$ cat src/rtl/itmr_pkg.sv
package itmr_pkg;
  localparam int CB_RUN   = 0;
  localparam int CB_MODE  = 3;
  localparam int CB_LOAD  = 4;
  localparam int CB_FIXED = 4;

  typedef struct packed {
    logic run;
    logic oneshot;
    logic load;
  } ctl_cmd_t;

  function automatic ctl_cmd_t decode_ctl(input logic [7:0] b);
    ctl_cmd_t c;
    c.run     = b[CB_RUN];
    c.oneshot = b[CB_MODE];
    c.load    = b[CB_LOAD];
    return c;
  endfunction
endpackage

$ cat src/rtl/itmr_ctl.sv
module itmr_ctl
  import itmr_pkg::*;
(
  input  logic       clk,
  input  logic       rst,
  input  logic       wr,
  input  logic [7:0] wdata,
  input  logic       cnt_zero,
  output logic       run,
  output logic       oneshot,
  output logic       force_ld,
  output logic [7:0] shadow
);
  ctl_cmd_t cmd;
  assign cmd      = decode_ctl(wdata);
  assign force_ld = wr & cmd.load;

  always_ff @(posedge clk) begin
    if (rst) begin
      run     <= 1'b0;
      oneshot <= 1'b0;
      shadow  <= 8'h00;
    end else begin
      if (cnt_zero && oneshot)
        run <= 1'b0;
      else if (wr)
        run <= cmd.run;
      if (wr) begin
        oneshot <= cmd.oneshot;
        shadow  <= wdata;
      end
    end
  end
endmodule

$ cat src/rtl/itmr_cnt.sv
module itmr_cnt #(
  parameter int W = 16
) (
  input  logic         clk,
  input  logic         rst,
  input  logic [W-1:0] reload,
  input  logic         force_ld,
  input  logic         run,
  output logic [W-1:0] count,
  output logic         zero
);
  logic [W-1:0] nxt;
  logic         at_zero;

  assign at_zero = (count == '0);

  always_comb begin
    nxt = count;
    if (force_ld)
      nxt = reload;
    else if (run && !at_zero)
      nxt = count - 1'b1;
    else if (run)
      nxt = reload;
  end

  always_ff @(posedge clk) begin
    if (rst) begin
      count <= '0;
      zero  <= 1'b1;
    end else begin
      count <= nxt;
      zero  <= (nxt == '0);
    end
  end
endmodule

$ cat src/rtl/itmr_top.sv
module itmr_top
  import itmr_pkg::*;
#(
  parameter int W = 16
) (
  input  logic         clk,
  input  logic         rst,
  input  logic [W-1:0] reload_val,
  input  logic         ctl_wr,
  input  logic [7:0]   ctl_data,
  input  logic         rd_hi,
  output logic [W-1:0] count_o,
  output logic         run_o,
  output logic         oneshot_o,
  output logic         zero_o,
  output logic [7:0]   ctl_rb_o,
  output logic [7:0]   cnt_byte_o
);
  localparam int CW = (W > 16) ? W : 16;

  logic       force_ld;
  logic [7:0] shadow;
  logic [CW-1:0] cnt_ext;

  itmr_ctl u_ctl (
    .clk(clk), .rst(rst), .wr(ctl_wr), .wdata(ctl_data),
    .cnt_zero(count_o == '0), .run(run_o), .oneshot(oneshot_o),
    .force_ld(force_ld), .shadow(shadow)
  );

  itmr_cnt #(.W(W)) u_cnt (
    .clk(clk), .rst(rst), .reload(reload_val), .force_ld(force_ld),
    .run(run_o), .count(count_o), .zero(zero_o)
  );

  always_comb begin
    ctl_rb_o           = shadow;
    ctl_rb_o[CB_RUN]   = run_o;
    ctl_rb_o[CB_MODE]  = oneshot_o;
    ctl_rb_o[CB_FIXED] = 1'b1;
  end

  assign cnt_ext    = CW'(count_o);
  assign cnt_byte_o = rd_hi ? cnt_ext[15:8] : cnt_ext[7:0];
endmodule

$ cat config.mk
export PLATFORM = sky130hd
export DESIGN_NAME = itmr_top
export DESIGN_NICKNAME = d
export VERILOG_FILES = /design/src/rtl/itmr_pkg.sv /design/src/rtl/itmr_ctl.sv /design/src/rtl/itmr_cnt.sv /design/src/rtl/itmr_top.sv
export SDC_FILE = /design/constraint.sdc
export NUM_CORES = 1
export LEC_CHECK = 0
export BUFFER_PORTS_ARGS = -buffer_cell sky130_fd_sc_hd__buf_2
export CAP_MARGIN = 10
export CELL_PAD_IN_SITES_DETAIL_PLACEMENT = 1
export CELL_PAD_IN_SITES_GLOBAL_PLACEMENT = 2
export CORE_UTILIZATION = 27
export DETAILED_ROUTE_END_ITERATION = 7
export GPL_TIMING_DRIVEN = 0
export PLACE_DENSITY = 0.89
export SYNTH_ARGS = -nofsm -noshare
export SYNTH_HDL_FRONTEND = slang
export SYNTH_SLANG_ARGS = --single-unit
$ cat constraint.sdc
create_clock -name clk -period 2.47 [get_ports clk]
set_input_delay 0.494 -clock clk [delete_from_list [all_inputs] [get_ports clk]]
set_output_delay 0.494 -clock clk [all_outputs]
set_load 0.01 [all_outputs]
==> results of run 1 <==
[metrics by stage]
step	worst slack (ps)	hold WS [ps]	utilization, %
finish	58.04	427.4	39.08
global route	7.253	452.4	39.08
CTS	2.500	437.2	37.48
detailed placement	-391.6	480.3	34.64
global placement	-354.1	469.6	34.64
floorplan	183.9	527.1	-
[placed cells by master, fill, tap and decap left out, types with 2 or more instances in the layout]
cell | netlist | routed
nor2_1 | 32 | 31
o2bb2ai_1 | 3 | 3
dfxtp_2 | 0 | 2
a221o_1 | 2 | 2
o21ai_0 | 13 | 13
mux2_2 | 6 | 6
inv_1 | 4 | 2
nand2_1 | 13 | 12
clkbuf_1 | 5 | 5
or3_1 | 2 | 2
or4_4 | 1 | 2
nand3_1 | 7 | 6
nor3_1 | 13 | 12
a21oi_1 | 6 | 6
dfxtp_1 | 24 | 20
o221a_2 | 2 | 2
nor4_4 | 1 | 4
nor4_1 | 6 | 4
o22ai_1 | 4 | 4
buf_6 | 1 | 3
nor2b_1 | 7 | 7
mux2i_1 | 8 | 7
nand4_1 | 4 | 4
clkbuf_8 | 0 | 4
dfxtp_4 | 0 | 2
a211oi_1 | 3 | 3
buf_4 | 5 | 13
buf_2 | 5 | 63
[cells in the mapped netlist, types with 2 or more instances]
cell type	instances	share of area, %
or4_1	2	0.90
a221o_1	2	1.2
mux2i_1	8	4.8
o221a_2	2	1.3
mux2_2	6	4.0
inv_1	4	0.90
o21ai_0	13	3.9
buf_2	5	1.5
nand3_1	7	2.1
nor4_2	2	1.5
o22ai_1	4	1.5
a21oi_1	6	1.8
nor2_1	32	7.2
nor3_1	13	3.9
nor2b_1	7	2.6
or3_1	2	0.75
ha_1	2	1.5
o2bb2ai_1	3	1.6
clkbuf_1	5	1.1
nor3b_1	2	0.90
nor4_1	6	2.2
nand2_1	13	2.9
nand4_1	4	1.5
buf_4	5	2.2
dfxtp_1	24	29
a211oi_1	3	1.3
[sequential cells by signal, indices dropped and copies added, names as in the netlist]
register and flops:
u_cnt.count 16, u_cnt.zero 1, u_ctl.shadow 6, u_ctl.run 1
[area by class of cell]
class / count / area, um2 / area share [%]
Buffer: 16 / 102.6 / 4.409
Sequential cell: 24 / 490.5 / 21.08
Timing Repair Buffer: 68 / 362.8 / 15.59
Inverter: 5 / 21.27 / 0.9140
Clock buffer: 4 / 55.05 / 2.366
Multi-Input combinational cell: 164 / 1201 / 51.61
Tap cell: 75 / 93.84 / 4.032
[per-layer routing]
metal	up-vias	track usage, %	wire length, um
li1	918	-	-
met5	-	0	0
met2	72	35.17	3151
met3	6	2.809	398
met1	945	27.85	2973
met4	0	4.286	42
[power by group]
| part | switching [uW] | internal (uW) |
|---|---|---|
| clock network | 143 | 143 |
| registers | 64.6 | 420 |
| logic | 297 | 247 |
[cells by family after synthesis]
| family | count (synthesis) | synth area share [%] |
|---|---|---|
| buffers and inverters | 21 | 6.651 |
| other | 1 | 0.2240 |
| AOI/OAI and AO/OA | 47 | 21.08 |
| adders and majority gates | 2 | 1.495 |
| muxes | 14 | 8.819 |
| xor gates and xnor gates | 1 | 0.5233 |
| and+or+nand+nor | 99 | 32.51 |
| DFF | 24 | 28.70 |
[how the worst min path moves through the flow]
stage	cells past startpoint	slack (ps)	to	start
floorplan	1	530	u_ctl.run	u_ctl.shadow[3]
global placement	2	470	u_ctl.shadow[1]	u_ctl.shadow[1]
detailed placement	2	480	u_ctl.shadow[5]	u_ctl.shadow[5]
CTS	2	440	u_cnt.count[1]	rst
global route	2	450	u_cnt.count[1]	rst
finish	2	430	u_cnt.count[1]	rst
[worst max-delay path: cells and delay by family (launching register included)]
kind | cells | cell delay [ps]
simple gates | 4 | 760
compound gates | 2 | 480
flops | 1 | 430
mux | 1 | 270
buf+inv | 2 | 210
fa+ha+maj | 1 | 170
[what timing repair did]
action                     4_1_cts  5_1_grt
buffers inserted                 4        5
setup endpoints to repair        3        1
resized for setup               18       14
hold buffers                     0        0
pin swaps                        5       10
==> reports/qor.csv, run 1 <==
stage,metric,value,unit
placed_design,IO buf count,59,
worst_setup_path,"Max FO, Critical Path",8,
worst_setup_path,WS Path Type,reg2reg,
grt,GR Overflow Total,0,
routing,Initial DRT Pass Iterations,4,
worst_setup_path,CP required,2690,ps
worst_setup_path,FF-to-FF End,u_cnt.zero,
worst_setup_path,critical path arrival,2630,ps
timing,actual slew at the worst max-slew pin,613.8,ps
grt,vias in the first global route,1915,
layout,layout filler cell count,753,
placed_design,DP Area,0.002063,mm2
routing,Final ANT Viol Nets,0,
yosys,Post-Syn Area,0.001674,mm2
layout,fraction of final layout cells sized beyond drive strength 1,41.99,%
timing,Setup TNS,0,ps
worst_setup_path,"setup slack, reg-to-reg",60,ps
yosys,Post-Syn Nets,239,
floorplan,initial core utilization,28.11,%
routing,detailed-route DRC error count,0,
yosys,Synth Instances,209,
clocking,CTS sink cnt,24,
layout,number of diodes,0,
timing,Setup Skew,5.010,ps
grt,initial antenna violation count,0,
hold_path,Worst Hold Class,in2reg,
yosys,asr flop ratio synth,0,%
placed_design,dpl hpwl,4783,um
timing,RSZ-0062 raised after global routing,false,
worst_setup_path,Worst path max stage delay,430,ps
routing,Routed WL,6565,um
placed_design,Placed Cells,343,
worst_setup_path,Critical path origin,u_cnt.count[0],
worst_setup_path,Worst setup SP type,flip-flop,
worst_setup_path,Crit. End Element,flip-flop,
routing,drt via density,5.452,
layout,design area,0.002327,mm2
yosys,number of synthesis warnings,0,
worst_setup_path,cells on worst reg2reg path,10,
power,Leak,0.001029,uW
worst_setup_path,R2R Path Start,u_cnt.count[0],
yosys,Post-synth EDFFs,0,
yosys,top_reg_cell synth,dfxtp_1,
grt,first-pass GRT wire length,10100,um
power,total chip power,1313,uW
timing,Max Slew Vio Count,0,
clocking,CTS tree,built,
yosys,sequential fraction of the synthesis area,28.70,%
routing,drt wl/cell,18.44,um
run_status,status,completed,
floorplan,area of the core,0.005956,mm2
placed_design,GPL Wtd Cong,0.8586,
power,maximum vdd ir drop,0.2508,mV
yosys,Netlist cell types,53,
floorplan,Cell Rows,28,
worst_setup_path,Critical Path Sink,u_cnt.zero,
worst_setup_path,critical path's slowest cell,dfxtp_4,
clocking,worst skew pair latency,270,ps
floorplan,Die Y,80.74,um
timing,final setup vio count,0,
layout,Nets,312,
routing,vias,1941,
worst_setup_path,"Cell Chain, Critical Path",inv_4 -> ha_4 -> nor4b_4 -> and4_1 -> buf_6 -> a21oi_4 -> mux2i_2 -> nand2_1 -> nor4_4 -> a41o_1,
grt,gr usage total,20.70,%
routing,initial detailed-routing violation count,106,
clocking,clk buf depth,2,
timing,crit path time final,2412,ps
timing,Final Hold Violating Endpoints,0,
yosys,Avg Inst Size Synth,8.010,um2
floorplan,I/O pin total,63,
clocking,cts bufs inserted,3,
clocking,Worst-path clk slew,100,ps
clocking,CTS HTree Levels,1,
floorplan,Die Width,80.74,um
timing,Final Cycle Share,97.65,%
floorplan,die area,0.006519,mm2
timing,Relative slew margins,59.08,%
layout,area grow syn2layout,39.01,%
run,max-cap violations,0,
layout,Layout Cells excl Fill,356,
grt,largest net degree at the start of global routing,14,
power,PD cells,564.4,mW/mm2
yosys,"flops & latches, synth",24,
clocking,CTS root buffer,clkbuf_8,
timing,Max Fclk,0.4146,GHz
No activity file was read; power rests on OpenSTA's default activity.
==> run 2, diff against run 1 <==
--- a/config.mk
+++ b/config.mk
@@ -5,11 +5,12 @@
 export SDC_FILE = /design/constraint.sdc
 export NUM_CORES = 1
 export LEC_CHECK = 0
+export ABC_AREA = 1
 export BUFFER_PORTS_ARGS = -buffer_cell sky130_fd_sc_hd__buf_2
 export CAP_MARGIN = 10
 export CELL_PAD_IN_SITES_DETAIL_PLACEMENT = 1
 export CELL_PAD_IN_SITES_GLOBAL_PLACEMENT = 2
-export CORE_UTILIZATION = 27
+export CORE_UTILIZATION = 25
 export DETAILED_ROUTE_END_ITERATION = 7
 export GPL_TIMING_DRIVEN = 0
 export PLACE_DENSITY = 0.89
==> run 2 against run 1 <==
Net effect:
- clock power is 32% higher
- worst hold slack worse by 8.8 ps
- design area is 0.70% lower
- worst setup slack better by 340 ps
- largest cell class unchanged
- largest power group unchanged
- highest routed layer is now met3
==> reports/qor.csv, run 2 <==
stage,metric,value,unit,change
layout,area grow syn2layout,27.03,%,was 39.01%
grt,vias in the first global route,2188,,was 1915
floorplan,initial core utilization,26.34,%,was 28.11%
routing,Routed WL,6466,um,was 6565 um
yosys,"flops & latches, synth",24,,unchanged
clocking,worst skew pair latency,290,ps,was 270 ps
timing,Final WS setup,401.0,ps,was 58.04 ps
timing,Final Hold Violating Endpoints,0,,unchanged
grt,gr usage total,18.16,%,was 20.70%
timing,crit path time final,2069,ps,was 2412 ps
grt,initial antenna violation count,0,,unchanged
clocking,cts bufs inserted,3,,unchanged
floorplan,Cell Rows,30,,was 28
yosys,Post-synth EDFFs,0,,unchanged
layout,max FFs per register,16,,unchanged
hold_path,Worst Hold Class,in2reg,,unchanged
layout,fraction of final layout cells sized beyond drive strength 1,23.92,%,was 41.99%
yosys,number of synthesis warnings,0,,unchanged
routing,drt wl/cell,13.82,um,was 18.44 um
timing,RSZ-0062 raised after global routing,false,,unchanged
floorplan,area of the core,0.006907,mm2,was 0.005956 mm2
layout,"commonest non-fill, non-tap cell in the layout",nand2_1,,was buf_2
power,PD cells,609.0,mW/mm2,was 564.4 mW/mm2
floorplan,die area,0.007622,mm2,was 0.006519 mm2
worst_setup_path,Worst setup SP type,flip-flop,,unchanged
run,max-cap violations,0,,unchanged
power,Int Pwr,843.1,uW,was 809.1 uW
floorplan,Die Y,87.31,um,was 80.74 um
placed_design,IO buf count,60,,was 59
routing,drt via density,4.594,,was 5.452
timing,Setup Skew,15.09,ps,was 5.010 ps
layout,biggest regs,"u_cnt.count x16, u_ctl.shadow x6",,unchanged
timing,Max Slew Vio Count,0,,unchanged
floorplan,Die Width,87.31,um,was 80.74 um
yosys,top-area cell type share of the netlist area,26.41,%,was 28.70%
clocking,post-cts sizing count,0,,was 18
grt,first-pass GRT wire length,10560,um,was 10100 um
worst_setup_path,critical path arrival,2300,ps,was 2630 ps
grt,largest net degree at the start of global routing,15,,was 14
worst_setup_path,CP required,2700,ps,was 2690 ps
timing,actual slew at the worst max-slew pin,637.9,ps,was 613.8 ps
worst_setup_path,Crit. End Element,flip-flop,,unchanged
clocking,Post-CTS Setup Repair Bufs,0,,was 4
worst_setup_path,"Max FO, Critical Path",10,,was 8
placed_design,dpl hpwl,5073,um,was 4783 um
power,Flop pwr share,33.6,%,was 36.9%
routing,Initial DRT Pass Iterations,4,,unchanged
yosys,Netlist cell types,29,,was 53
power,maximum vdd ir drop,0.2174,mV,was 0.2508 mV
clocking,CTS HTree Levels,1,,unchanged
worst_setup_path,WS Path Type,reg2reg,,unchanged
timing,final setup vio count,0,,unchanged
clocking,Worst-path clk slew,110,ps,was 100 ps
yosys,asr flop ratio synth,0,%,unchanged
yosys,Post-Syn Nets,338,,was 239
yosys,Post-Syn Area,0.001819,mm2,was 0.001674 mm2
timing,Final Cycle Share,83.77,%,was 97.65%
yosys,top_reg_cell synth,dfxtp_1,,unchanged
yosys,sequential fraction of the synthesis area,26.41,%,was 28.70%
clocking,clk buf depth,2,,unchanged
timing,Relative slew margins,57.48,%,was 59.08%
power,Gate power share,39.6,%,was 41.4%
yosys,Avg Inst Size Synth,5.907,um2,was 8.010 um2
routing,Final ANT Viol Nets,0,,unchanged
layout,Nets,403,,was 312
power,Clock Power Share,26.8,%,was 21.7%
run_status,status,completed,,unchanged
clocking,cts hold-fix bufs,0,,unchanged
clocking,CTS root buffer,clkbuf_8,,unchanged
placed_design,dpl ws,116.9,ps,was -391.6 ps
floorplan,I/O pin total,63,,unchanged
grt,GR Overflow Total,0,,unchanged
power,NetSw,564.3,uW,was 504.3 uW
routing,vias,2150,,was 1941
layout,"commonest non-fill, non-tap cells in the layout","nand2_1 (92), buf_2 (60), nor2_1 (55)",,"was buf_2 (63), nor2_1 (31), dfxtp_1 (20)"
timing,Max Fclk,0.4833,GHz,was 0.4146 GHz
timing,Setup TNS,0,ps,unchanged
clocking,CTS tree,built,,unchanged
power,Leak,0.001209,uW,was 0.001029 uW
clocking,CTS sink cnt,24,,unchanged
yosys,Yosys top cell by area,dfxtp_1,,unchanged
layout,largest register by flop count,u_cnt.count,,unchanged
routing,initial detailed-routing violation count,62,,was 106
yosys,list of most frequent post-synthesis cells,"nand2_1 (92), nor2_1 (55), inv_1 (29)",,"was nor2_1 (32), dfxtp_1 (24), nand2_1 (13), nor3_1 (13), o21ai_0 (13)"
yosys,synth top area cells,"dfxtp_1 (26%), nand2_1 (19%), nor2_1 (11%)",,"was dfxtp_1 (29%), nor2_1 (7.2%), mux2i_1 (4.8%)"
yosys,Synth Instances,308,,was 209
routing,detailed-route DRC error count,0,,unchanged
yosys,cell with the most instances after synthesis,nand2_1,,was nor2_1
power,Net Sw Frac,40.10,%,was 38.40%
layout,number of diodes,0,,unchanged
placed_design,GPL Wtd Cong,0.8021,,was 0.8586
-- run 2: changes by cell type in the layout (fill, tap and decap cells not counted), sizes merged, moves of 7 or more --
cell and change:
o21ai +12, inv +27, buf -14, nand3 +14
a21oi +14, nor4 -9, nand2 +86, nor2 +30
nor2b -7, nor3 -12
-- run 2: logic make-up (layout without fill, tap and decap cells) --
family,Yosys count,count (layout),share of synthesized area [%]
fa+ha+maj,2,2,1.375
mux,2,2,1.100
flops,24,24,26.41
buf+inv,41,105,11.21
compound gates,47,47,13.34
xor+xnor,3,3,1.445
other cells,1,1,0.2061
simple gates,188,188,44.91
-- run 2: worst paths after layout --
check	start	to	slack (ps)	cells past startpoint
setup / recovery	u_cnt.count[0]	u_cnt.zero	400	15
hold reg to reg	u_ctl.shadow[5]	u_ctl.shadow[5]	510	2
hold / removal	rst	u_cnt.count[4]	420	2
setup reg to reg	u_cnt.count[0]	u_cnt.zero	400	15
-- run 2: final cells by class --
cell class / count / area [um2]
Multi-Input combinational cell: 243 / 1135
Buffer: 10 / 87.58
Timing Repair Buffer: 60 / 300.3
Tap cell: 96 / 120.1
Sequential cell: 24 / 480.5
Fill cell: 966 / 4596
Clock buffer: 3 / 41.29
Clock inverter: 1 / 30.03
Inverter: 31 / 116.4
-- run 2: stage by stage --
stage          total power (uW)  instance area, um2  instances  utilization (%)  hold slack, ps
2_1_floorplan             854.8                1819        308                -           533.2
3_3_place_gp               1029                2240        464            32.43           469.5
6_report                   1407                2311        468            33.46           418.6
5_1_grt                    1517                2311        468            33.46           419.0
4_1_cts                    1427                2311        468            33.46           425.4
3_5_place_dp               1041                2240        464            32.43           486.8
-- run 2: routing by layer --
metal,part of all wire (%),track usage (%)
met3,4.0,3.318
met4,0,1.788
met5,0,0
met1,47,22.89
met2,49,33.03
-- run 2: critical path, stage by stage (launching register included) --
cell,delay [ps]
dfxtp_1,340
inv_1,140
ha_1,230
nand2_4,60
nor2_4,160
nand2_4,90
nand2_4,90
buf_8,150
a21oi_1,70
nand2_1,90
nand2_1,70
nor2_1,110
nand2_1,90
nor2_1,180
nand2_1,80
nand2_1,50
-- run 2: power by group through the flow --
stage	clock network [uW]	registers (uW)	logic, uW
finish	377	473	557
global route	408	481	627
CTS	390	474	562
detailed placement	0	483	558
global placement	0	483	546
floorplan	0	486	369
==> run 3, diff against run 2 <==
==> constraint.sdc (replaced) <==
create_clock -name clk -period 2.13 [get_ports clk]
set_input_delay 0.426 -clock clk [delete_from_list [all_inputs] [get_ports clk]]
set_output_delay 0.426 -clock clk [all_outputs]
set_load 0.01 [all_outputs]
==> run 3 against run 2 <==
Net effect:
- register-to-register slack lost 260 ps
- via count barely moved
- largest power group unchanged
- critical endpoint unchanged
- first-iteration DRC count rose by 1.6%
==> reports/qor.csv, run 3 (synthesis results as in run 2) <==
stage,metric,value,unit,change
worst_setup_path,R2R Path Start,u_cnt.count[1],,was u_cnt.count[0]
routing,Final ANT Viol Nets,0,,unchanged
timing,crit path time final,1992,ps,was 2069 ps
worst_setup_path,critical path's slowest cell,dfxtp_1,,unchanged
clocking,post-cts sizing count,0,,unchanged
clocking,CTS sink cnt,24,,unchanged
clocking,CTS HTree Levels,1,,unchanged
layout,fraction of final layout cells sized beyond drive strength 1,25.54,%,was 23.92%
routing,initial detailed-routing violation count,63,,was 62
floorplan,Cell Rows,30,,unchanged
timing,actual slew at the worst max-slew pin,634.6,ps,was 637.9 ps
floorplan,Die Width,87.31,um,unchanged
routing,Initial DRT Pass Iterations,4,,unchanged
timing,Hold WS,349.4,ps,was 418.6 ps
timing,Relative slew margins,57.69,%,was 57.48%
timing,Final WS setup,138.0,ps,was 401.0 ps
layout,biggest regs,"u_cnt.count x16, u_ctl.shadow x6",,unchanged
worst_setup_path,crit path buf inv count,2,,unchanged
floorplan,initial core utilization,26.34,%,unchanged
clocking,CTS tree,built,,unchanged
grt,vias in the first global route,2188,,unchanged
layout,number of diodes,0,,unchanged
placed_design,GPL Wtd Cong,0.8021,,unchanged
layout,"commonest non-fill, non-tap cell in the layout",nand2_1,,unchanged
worst_setup_path,CP required,2360,ps,was 2700 ps
worst_setup_path,Worst setup SP type,flip-flop,,unchanged
placed_design,Placed Cells,464,,unchanged
run,max-cap violations,0,,unchanged
routing,detailed-route DRC error count,0,,unchanged
run_status,status,completed,,unchanged
clocking,CTS root buffer,clkbuf_8,,unchanged
worst_setup_path,WS Path Type,reg2reg,,unchanged
power,PD cells,707.8,mW/mm2,was 609.0 mW/mm2
power,total chip power,1652,uW,was 1407 uW
worst_setup_path,Crit. End Element,flip-flop,,unchanged
layout,design area,0.002333,mm2,was 0.002311 mm2
clocking,clk buf depth,2,,unchanged
layout,largest register by flop count,u_cnt.count,,unchanged
layout,Nets,403,,unchanged
floorplan,die area,0.007622,mm2,unchanged
grt,GR Overflow Total,0,,unchanged
routing,drt wl/cell,13.90,um,was 13.82 um
timing,Max Slew Vio Count,0,,unchanged
placed_design,dpl ws,-155.1,ps,was 116.9 ps
grt,GR Util met2,33.03,%,unchanged
placed_design,DP Area,0.002240,mm2,unchanged
worst_setup_path,"Cell Chain, Critical Path",inv_1 -> ha_1 -> nand2_4 -> nor2_4 -> nand2_4 -> nand2_4 -> buf_8 -> a21oi_1 -> nand2_1 -> nand2_1 -> nor2_1 -> nand2_1 -> nor2_2 -> nand2_1 -> nand2_1,,was inv_1 -> ha_1 -> nand2_4 -> nor2_4 -> nand2_4 -> nand2_4 -> buf_8 -> a21oi_1 -> nand2_1 -> nand2_1 -> nor2_1 -> nand2_1 -> nor2_1 -> nand2_1 -> nand2_1
grt,first-pass GRT wire length,10560,um,unchanged
routing,drt via density,4.590,,was 4.594
power,Leak,0.001212,uW,was 0.001209 uW
timing,Final Hold Violating Endpoints,0,,unchanged
layout,max FFs per register,16,,unchanged
floorplan,area of the core,0.006907,mm2,unchanged
worst_setup_path,critical path arrival,2220,ps,was 2300 ps
layout,area grow syn2layout,28.27,%,was 27.03%
worst_setup_path,Worst path max stage delay,330,ps,was 340 ps
placed_design,dpl hpwl,5073,um,unchanged
worst_setup_path,Crit path top cell by count,nand2_1,,unchanged
timing,Final Cycle Share,93.52,%,was 83.77%
hold_path,Worst Hold Class,in2reg,,unchanged
floorplan,Die Y,87.31,um,unchanged
timing,Setup Skew,15.19,ps,was 15.09 ps
power,maximum vdd ir drop,0.2568,mV,was 0.2174 mV
routing,Routed WL,6506,um,was 6466 um
layout,"commonest non-fill, non-tap cells in the layout","nand2_1 (91), buf_2 (60), nor2_1 (51)",,"was nand2_1 (92), buf_2 (60), nor2_1 (55)"
timing,Max Fclk,0.5020,GHz,was 0.4833 GHz
timing,RSZ-0062 raised after global routing,false,,unchanged
grt,gr usage total,18.16,%,unchanged
grt,GR Util met1,22.89,%,unchanged
clocking,Post-CTS Setup Repair Bufs,0,,unchanged
worst_setup_path,Critical path origin,u_cnt.count[1],,was u_cnt.count[0]
grt,met3 usage,3.318,%,unchanged
grt,busiest grt layer,met2,,unchanged
layout,Layout Cells excl Fill,468,,unchanged
hold_path,Hold Path Origin,rst,,unchanged
grt,initial antenna violation count,0,,unchanged
clocking,worst skew pair latency,290,ps,about the same
placed_design,IO buf count,60,,unchanged
routing,vias,2148,,was 2150
clocking,cts hold-fix bufs,0,,unchanged
timing,final setup vio count,0,,unchanged
worst_setup_path,Crit path max-delay family,simple AND/OR/NAND/NOR gates,,unchanged
floorplan,I/O pin total,63,,unchanged
clocking,cts bufs inserted,3,,unchanged
worst_setup_path,"Max FO, Critical Path",10,,unchanged
grt,largest net degree at the start of global routing,15,,unchanged
clocking,Worst-path clk slew,110,ps,about the same
run 3: final cells by class:
| cell class | instances | area (um2) |
|---|---|---|
| fillers | 962 | 4573 |
| repair buffers | 60 | 300.3 |
| multi-input cells | 243 | 1157 |
| inverters | 31 | 116.4 |
| clock inverters | 1 | 30.03 |
| flip-flops and latches | 24 | 480.5 |
| clock buffers | 3 | 41.29 |
| plain buffers | 10 | 87.58 |
| well taps | 96 | 120.1 |
run 3: per-stage QoR:
stage / TNS [ps] / utilization, %
detailed placement: -155.1 / 32.43
floorplan: 0 / -
finish: 0 / 33.79
CTS: 0 / 33.46
global route: 0 / 33.79
global placement: -150.8 / 32.43
run 3: power by group:
group / switching (uW) / internal, uW / leakage (uW) / total, uW
Sequential: 61.0 / 490 / 0.000199 / 551
Combinational: 419 / 241 / 0.000977 / 660
Clock: 188 / 252 / 0.0000357 / 440
run 3: metal layers:
| metal | share of wire, % | wire length (um) |
|---|---|---|
| met5 | 0 | 0 |
| met4 | 0.35 | 23 |
| met3 | 4.4 | 284 |
| met2 | 49 | 3184 |
| met1 | 46 | 3014 |
run 3: worst paths after layout:
check	cells after the start	endpoint	slack, ps
setup / recovery	15	u_cnt.zero	140
hold / removal	2	u_cnt.count[4]	350
setup reg to reg	15	u_cnt.zero	140
hold reg to reg	2	u_ctl.shadow[5]	510
